`src/rtl/wdt_pkg.sv`:
```
package wdt_pkg;
   localparam logic [31:0] MAGIC_STOP_1 = 32'h0000_AAAA;
   localparam logic [31:0] MAGIC_STOP_2 = 32'h0000_5555;
   localparam logic [31:0] MAGIC_RUN_1  = 32'h0000_BBBB;
   localparam logic [31:0] MAGIC_RUN_2  = 32'h0000_4444;

   localparam logic [4:0] OFS_CFG  = 5'h00;
   localparam logic [4:0] OFS_STAT = 5'h04;
   localparam logic [4:0] OFS_ISR  = 5'h08;
   localparam logic [4:0] OFS_IER  = 5'h0C;
   localparam logic [4:0] OFS_CNT  = 5'h10;
   localparam logic [4:0] OFS_LOAD = 5'h14;
   localparam logic [4:0] OFS_BUSY = 5'h18;
   localparam logic [4:0] OFS_RUNC = 5'h1C;

   localparam int BUSY_BIT = 4;
   localparam int SRST_BIT = 1;

   typedef enum logic [1:0] {
      SEQ_IDLE     = 2'd0,
      SEQ_STOP_HLF = 2'd1,
      SEQ_RUN_HLF  = 2'd2
   } seq_state_t;
endpackage

```
`src/rtl/wdt_srst.sv`:
```
module wdt_srst #(
   parameter int RST_CYC = 3
) (
   input  logic clk,
   input  logic rst_n,
   input  logic go,
   output logic busy
);
   localparam int RW = $clog2(RST_CYC + 1);

   logic [RW-1:0] left;

   always_ff @(posedge clk) begin
      if (!rst_n) begin
         left <= '0;
      end else if (go && left == '0) begin
         left <= RW'(RST_CYC);
      end else if (left != '0) begin
         left <= left - 1'b1;
      end
   end

   assign busy = (left != '0);
endmodule

```
`src/rtl/wdt_runctl.sv`:
```
module wdt_runctl
   import wdt_pkg::*;
#(
   parameter int DATA_W   = 32,
   parameter int PEND_CYC = 4
) (
   input  logic              clk,
   input  logic              rst_n,
   input  logic              clr,
   input  logic              we,
   input  logic [DATA_W-1:0] wdata,
   output logic              pend,
   output logic              run
);
   localparam int PW = $clog2(PEND_CYC + 1);

   logic [PW-1:0] pend_cnt;
   seq_state_t    st;
   logic          accept;

   assign accept = we && (pend_cnt == '0);
   assign pend   = (pend_cnt != '0);

   always_ff @(posedge clk) begin
      if (!rst_n || clr) begin
         pend_cnt <= '0;
         st       <= SEQ_IDLE;
         run      <= 1'b0;
      end else begin
         if (accept) begin
            pend_cnt <= PW'(PEND_CYC);
         end else if (pend_cnt != '0) begin
            pend_cnt <= pend_cnt - 1'b1;
         end
         if (accept) begin
            unique case (st)
               SEQ_STOP_HLF: begin
                  if (wdata == MAGIC_STOP_2[DATA_W-1:0]) run <= 1'b0;
                  st <= SEQ_IDLE;
               end
               SEQ_RUN_HLF: begin
                  if (wdata == MAGIC_RUN_2[DATA_W-1:0]) run <= 1'b1;
                  st <= SEQ_IDLE;
               end
               default: begin
                  if (wdata == MAGIC_STOP_1[DATA_W-1:0])     st <= SEQ_STOP_HLF;
                  else if (wdata == MAGIC_RUN_1[DATA_W-1:0]) st <= SEQ_RUN_HLF;
                  else                                       st <= SEQ_IDLE;
               end
            endcase
         end
      end
   end
endmodule

```
`src/rtl/wdt_counter.sv`:
```
module wdt_counter #(
   parameter int CNT_W = 32
) (
   input  logic             clk,
   input  logic             rst_n,
   input  logic             clr,
   input  logic             run,
   input  logic             tick,
   input  logic             cnt_we,
   input  logic             load_we,
   input  logic [CNT_W-1:0] wdata,
   output logic [CNT_W-1:0] cnt,
   output logic [CNT_W-1:0] load,
   output logic             ovf
);
   logic adv;

   assign adv = !clr && run && tick && !cnt_we;
   assign ovf = adv && (cnt == '1);

   always_ff @(posedge clk) begin
      if (!rst_n || clr) begin
         cnt  <= '0;
         load <= '0;
      end else begin
         if (load_we) load <= wdata;
         if (cnt_we)   cnt <= wdata;
         else if (ovf) cnt <= load;
         else if (adv) cnt <= cnt + 1'b1;
      end
   end
endmodule

```
`src/rtl/wdt_top.sv`:
```
module wdt_top
   import wdt_pkg::*;
#(
   parameter int ADDR_W   = 5,
   parameter int DATA_W   = 32,
   parameter int CNT_W    = 32,
   parameter int PEND_CYC = 4,
   parameter int RST_CYC  = 3
) (
   input  logic              clk,
   input  logic              rst_n,
   input  logic              tick,
   input  logic              bus_wr,
   input  logic [ADDR_W-1:0] bus_addr,
   input  logic [DATA_W-1:0] bus_wdata,
   output logic [DATA_W-1:0] bus_rdata,
   output logic              reset_req,
   output logic              irq
);
   if (ADDR_W < 5) begin : g_bad_addr
      $error("wdt_top: ADDR_W must be at least 5");
   end
   if (DATA_W < 16) begin : g_bad_data
      $error("wdt_top: DATA_W must be at least 16");
   end
   if (CNT_W < 2 || CNT_W > DATA_W) begin : g_bad_cnt
      $error("wdt_top: CNT_W must lie in 2..DATA_W");
   end
   if (PEND_CYC < 1 || RST_CYC < 1) begin : g_bad_cyc
      $error("wdt_top: PEND_CYC and RST_CYC must be positive");
   end

   logic             clr, wr_ok;
   logic             cfg_we, ss_we, cnt_we, load_we, isr_we, ier_we;
   logic             pend, run, ovf_evt;
   logic             isr, ier;
   logic [CNT_W-1:0] cnt, load;

   assign wr_ok   = bus_wr && !clr;
   assign cfg_we  = wr_ok && bus_addr == ADDR_W'(OFS_CFG);
   assign ss_we   = wr_ok && bus_addr == ADDR_W'(OFS_RUNC);
   assign cnt_we  = wr_ok && bus_addr == ADDR_W'(OFS_CNT);
   assign load_we = wr_ok && bus_addr == ADDR_W'(OFS_LOAD);
   assign isr_we  = wr_ok && bus_addr == ADDR_W'(OFS_ISR);
   assign ier_we  = wr_ok && bus_addr == ADDR_W'(OFS_IER);

   wdt_srst #(.RST_CYC(RST_CYC)) u_srst (
      .clk  (clk),
      .rst_n(rst_n),
      .go   (cfg_we && bus_wdata[SRST_BIT]),
      .busy (clr)
   );

   wdt_runctl #(.DATA_W(DATA_W), .PEND_CYC(PEND_CYC)) u_runctl (
      .clk  (clk),
      .rst_n(rst_n),
      .clr  (clr),
      .we   (ss_we),
      .wdata(bus_wdata),
      .pend (pend),
      .run  (run)
   );

   wdt_counter #(.CNT_W(CNT_W)) u_cnt (
      .clk    (clk),
      .rst_n  (rst_n),
      .clr    (clr),
      .run    (run),
      .tick   (tick),
      .cnt_we (cnt_we),
      .load_we(load_we),
      .wdata  (bus_wdata[CNT_W-1:0]),
      .cnt    (cnt),
      .load   (load),
      .ovf    (ovf_evt)
   );

   always_ff @(posedge clk) begin
      if (!rst_n || clr) begin
         isr       <= 1'b0;
         ier       <= 1'b0;
         reset_req <= 1'b0;
      end else begin
         reset_req <= ovf_evt;
         if (ier_we) ier <= bus_wdata[0];
         isr <= ovf_evt | (isr & !(isr_we && bus_wdata[0]));
      end
   end

   assign irq = isr & ier;

   always_comb begin
      bus_rdata = '0;
      unique case (bus_addr)
         ADDR_W'(OFS_STAT): bus_rdata[0]              = !clr;
         ADDR_W'(OFS_ISR):  bus_rdata[0]              = isr;
         ADDR_W'(OFS_IER):  bus_rdata[0]              = ier;
         ADDR_W'(OFS_CNT):  bus_rdata[CNT_W-1:0]      = cnt;
         ADDR_W'(OFS_LOAD): bus_rdata[CNT_W-1:0]      = load;
         ADDR_W'(OFS_BUSY): bus_rdata[BUSY_BIT]       = pend;
         default:           bus_rdata                 = '0;
      endcase
   end
endmodule

```
`config.mk`:
```
export PLATFORM = sky130hd
export DESIGN_NAME = wdt_top
export DESIGN_NICKNAME = d
export VERILOG_FILES = /design/src/rtl/wdt_pkg.sv /design/src/rtl/wdt_srst.sv /design/src/rtl/wdt_runctl.sv /design/src/rtl/wdt_counter.sv /design/src/rtl/wdt_top.sv
export SDC_FILE = /design/constraint.sdc
export NUM_CORES = 1
export LEC_CHECK = 0
export BUFFER_PORTS_ARGS = -buffer_cell sky130_fd_sc_hd__buf_2
export CORE_MARGIN = 5
export CORE_UTILIZATION = 40
export CTS_BUF_LIST = sky130_fd_sc_hd__clkbuf_4 sky130_fd_sc_hd__clkbuf_8
export DETAILED_ROUTE_END_ITERATION = 10
export GPL_TIMING_DRIVEN = 0
export PLACE_DENSITY = 0.66
export REMOVE_ABC_BUFFERS = 1
export SYNTH_ARGS = -nofsm -noshare
export SYNTH_HDL_FRONTEND = slang
export SYNTH_SLANG_ARGS = --single-unit
```
`constraint.sdc`:
```
create_clock -name clk -period 4.5 [get_ports clk]
set_input_delay 0.9 -clock clk [delete_from_list [all_inputs] [get_ports clk]]
set_output_delay 0.9 -clock clk [all_outputs]
set_load 0.01 [all_outputs]
```
==> impl_table.tex <==
\begin{tabular}{lr}
\hline
Metric & Value \\
\hline
\multicolumn{2}{l}{\textbf{Setup path}} \\
Setup slack, reg-to-reg & between 1000 and 1500 ps \\
Launch point of the critical path & bus\_addr[3] \\
Critical Path Source Type & primary input \\
Cell chain of the critical path & buf\_2 -> or4b\_4 -> nor2\_4 -> a22o\_1 -> buf\_2 \\
Max stage delay on crit path & about 730 ps \\
WP data arrival & between 2000 and 3000 ps \\
Worst flop-to-flop path startpoint & u\_srst.left[0] \\
Gate family responsible for the most delay along the worst path & simple AND/OR/NAND/NOR gates \\
Number of buffers and inverters on the critical path & 2 \\
Cell repeated most along the worst path & sky130\_fd\_sc\_hd\_\_buf\_2 \\
Required time at the endpoint of the critical path & $\sim$3600 ps \\
Slowest cell on the critical path & sky130\_fd\_sc\_hd\_\_nor2\_4 \\
Number of cells traversed by the worst register-to-register path & 6 \\
Category of the critical setup timing path & primary input to output pin \\
Type of destination of the critical path & output pin \\
Worst flop-to-flop path endpoint & u\_cnt.cnt[31] \\
Peak fanout along the critical path & 32 \\
\multicolumn{2}{l}{\textbf{Synth}} \\
Post-synthesis cell count & slightly above 600 \\
Most used flip-flop cell after synthesis & sky130\_fd\_sc\_hd\_\_dfxtp\_1 \\
Synth cell types & 58 \\
Sequential cell area fraction in the yosys report & roughly a third \\
Total standard cell area after synthesis & $\sim$0.0046 mm2 \\
Post-synthesis sequential element count & between 70 and 80 \\
Post-synthesis area per instance & around 7.6 um2 \\
Share of synthesized flip-flops with an asynchronous set or reset & 0\% \\
Post-synth EDFFs & 0 \\
Number of warning messages in the yosys log & 0 \\
\multicolumn{2}{l}{\textbf{Clock network}} \\
Total CTS buffers & 9 \\
CTS Hold Bufs & 0 \\
Clk root buf & sky130\_fd\_sc\_hd\_\_clkbuf\_8 \\
Largest buffer count on any clock path & 2 \\
Clock tree from TritonCTS & yes \\
CTS H-tree lvls & 3 \\
Clock tree sinks & 75 \\
Quantity of gates resized following cts & 0 \\
Total setup buffers inserted after CTS & 0 \\
Skew-Pair Late Insertion Delay & $\sim$370 ps \\
Clock slew at reported path FFs & 70 ps \\
\multicolumn{2}{l}{\textbf{Floorplan}} \\
Ports placed on the boundary & 75 \\
Die extent in y & about 120 um \\
Area inside the core boundary & about 0.011 mm2 \\
Area of the die & between 0.01 and 0.015 mm2 \\
Starting utilization of the core area & approximately two fifths \\
Die width & roughly 120 um \\
Standard-cell rows & 39 \\
\multicolumn{2}{l}{\textbf{Timing}} \\
Final setup violation count & 0 \\
Max Clock Skew & roughly 15 ps \\
Final worst slack & between 700 and 800 ps \\
Maximum clock rate & roughly 0.27 GHz \\
Number of pins with negative max-slew slack in the final report & 0 \\
Unrepaired setup endpoints after global routing & false \\
Min Clock Period, post-route & between 3000 and 4000 ps \\
Slew at the pin with the worst max-slew slack & 1366 ps \\
Share of the clock period used by the worst path after layout & between 80\% and 90\% \\
Slew headroom & under 10\% \\
Count of endpoints failing hold in the final timing report & 0 \\
Worst hold margin & 468.6 ps \\
\multicolumn{2}{l}{\textbf{Flow run}} \\
Number of violations of the max-capacitance limit & 0 \\
\multicolumn{2}{l}{\textbf{Power}} \\
PwrDens & around 310 mW/mm2 \\
Static leakage & around 1.9 nW \\
Final total power & $\sim$0.0016 W \\
Max VDD drop & between 0.0003 and 0.0004 V \\
\multicolumn{2}{l}{\textbf{Global routing}} \\
Global-route wire length before repair & about 25 mm \\
Number of antenna violations at the first check in global routing & 0 \\
Maximum number of pins on one net before global-route repair & 43 \\
Vias in the first global route & roughly 4.8k \\
Congestion Overflow GR & 0 \\
GRT Overall Usage & 22.70\% \\
\multicolumn{2}{l}{\textbf{Layout}} \\
Utilization after layout & between 40\% and 50\% \\
Proportion of layout cells with a drive suffix above 1 & between 10\% and 20\% \\
Commonest cells after routing, fill and taps aside & sky130\_fd\_sc\_hd\_\_nand2\_1 (92), sky130\_fd\_sc\_hd\_\_dfxtp\_1 (75), sky130\_fd\_sc\_hd\_\_buf\_2 (74) \\
Combined area of the multi-input logic cells & roughly 0.0028 mm2 \\
Total area of sequential cells & between 0.0015 and 0.002 mm2 \\
Number of nets in the layout & approximately 700 \\
Synth-to-Final Area Change & 14.77\% \\
Number of filler instances in the final layout & approximately 1.1k \\
Most common library cell in the layout ignoring fill and taps & sky130\_fd\_sc\_hd\_\_nand2\_1 \\
ANT cells & 0 \\
\multicolumn{2}{l}{\textbf{Hold path}} \\
Worst min-delay path endpoint & isr \\
Critical hold path startpoint & isr \\
Hold Path Stages & 2 \\
Path type of the worst min-delay path & flip-flop to flip-flop \\
\multicolumn{2}{l}{\textbf{Run status}} \\
Result of the run & completed \\
\multicolumn{2}{l}{\textbf{Detailed routing}} \\
Iteration-0 DRC Markers & roughly 480 \\
Final Routed Wirelength & 15.22 mm \\
Via count normalized by instance count & 6.246 \\
WL/cell & 19.21 um \\
Number of design rule violations left after detail routing & 0 \\
Count of TritonRoute iterations in the first routing pass & 6 \\
Number of routed nets with antenna violations & 0 \\
Via total after detailed routing & 4947 \\
\multicolumn{2}{l}{\textbf{Placed design}} \\
Minimum setup slack after placement & 766.8 ps \\
Final weighted congestion in routability-driven placement & 0.8803 \\
Hpwl dp & approximately 10 mm \\
I/O Buffers & 74 \\
\hline
\end{tabular}
[Yosys cell counts, drive strengths merged (4+ instances only)]
library cell   n  area [um2]
a21oi         71       355.3
a221o          5       50.05
a22o          30       262.8
a31oi          5       31.28
and2           7       43.79
and3          25       156.4
and4           6       52.55
buf           14       101.3
clkbuf        35       132.6
dfxtp         75        1501
ha             6       75.07
inv           12       45.04
mux2i          4       40.04
nand2         93       349.1
nand3         34       182.7
nand4         24       156.4
nor2          26       102.6
nor3          24       125.1
nor4          12       93.84
o21ai         15       78.83
o22ai         15       93.84
o32ai          7       61.31
or3            6       37.54
xnor2         15       131.4
xor2           4       35.03
[worst min-delay path: cells and delay by family, from the launching register on]
kind	cells	cell delay, ps
DFF	1	320
and+or+nand+nor	1	50
AOI/OAI and AO/OA	1	50
[worst max path at each step]
stage                          to  slack, ps  cells after the start
floorplan           bus_rdata[10]        810                      3
global placement     bus_rdata[6]       -450                      5
detailed placement   bus_rdata[6]        770                      5
CTS                  bus_rdata[6]        760                      5
global route         bus_rdata[5]        700                      5
finish               bus_rdata[6]        750                      5
[flip-flops by register name, summed over array words and instances, names as in the netlist]
name / cells
reset_req: 1
u_cnt.cnt: 32
u_cnt.load: 32
u_runctl.pend_cnt: 3
u_srst.left: 2
isr: 1
u_runctl.run: 1
u_runctl.st: 2
ier: 1
[power breakdown]
group / internal, W / switching (W) / leakage (nW)
Sequential: 0.000680 / 0.0000124 / 0.605
Combinational: 0.0000770 / 0.000180 / 1.14
Clock: 0.000424 / 0.000273 / 0.134
Total: 0.00118 / 0.000466 / 1.88
[stage by stage]
stage / setup TNS, ps / area, um2 / std cells
floorplan: 0 / 4349 / 555
global placement: -19360 / 4898 / 772
detailed placement: 0 / 4997 / 776
CTS: 0 / 5260 / 792
global route: 0 / 5260 / 792
finish: 0 / 5260 / 792
[cell type report]
| type | instances | share of cell area [%] |
|---|---|---|
| clock buffers | 9 | 2.355 |
| clock inverters | 7 | 2.640 |
| flip-flops and latches | 75 | 28.54 |
| well taps | 143 | 3.402 |
| inverters | 12 | 0.8563 |
| multi-input cells | 468 | 53.83 |
| repair buffers | 78 | 8.373 |
[cell families (layout without fill, tap and decap cells)]
kind of cell / after synthesis / after routing / share of synthesized area [%]
AO/OA/AOI/OAI: 165 / 165 / 23.40
XOR/XNOR: 19 / 19 / 3.631
adder cells (fa/ha/maj): 6 / 6 / 1.638
buffers and inverters: 61 / 106 / 6.087
flip-flops: 75 / 75 / 32.76
multiplexers: 5 / 5 / 1.119
AND/OR/NAND/NOR: 273 / 273 / 31.37
[metal layers]
| metal | GRT usage [%] | share of wire [%] | vias to the layer above |
|---|---|---|---|
| li1 | - | - | 2325 |
| met1 | 28.95 | 43 | 2375 |
| met2 | 38.60 | 48 | 227 |
| met3 | 4.627 | 7.9 | 20 |
| met4 | 7.034 | 1.3 | 0 |
| met5 | 0 | 0 | - |
No activity file was read; power rests on OpenSTA's default activity.
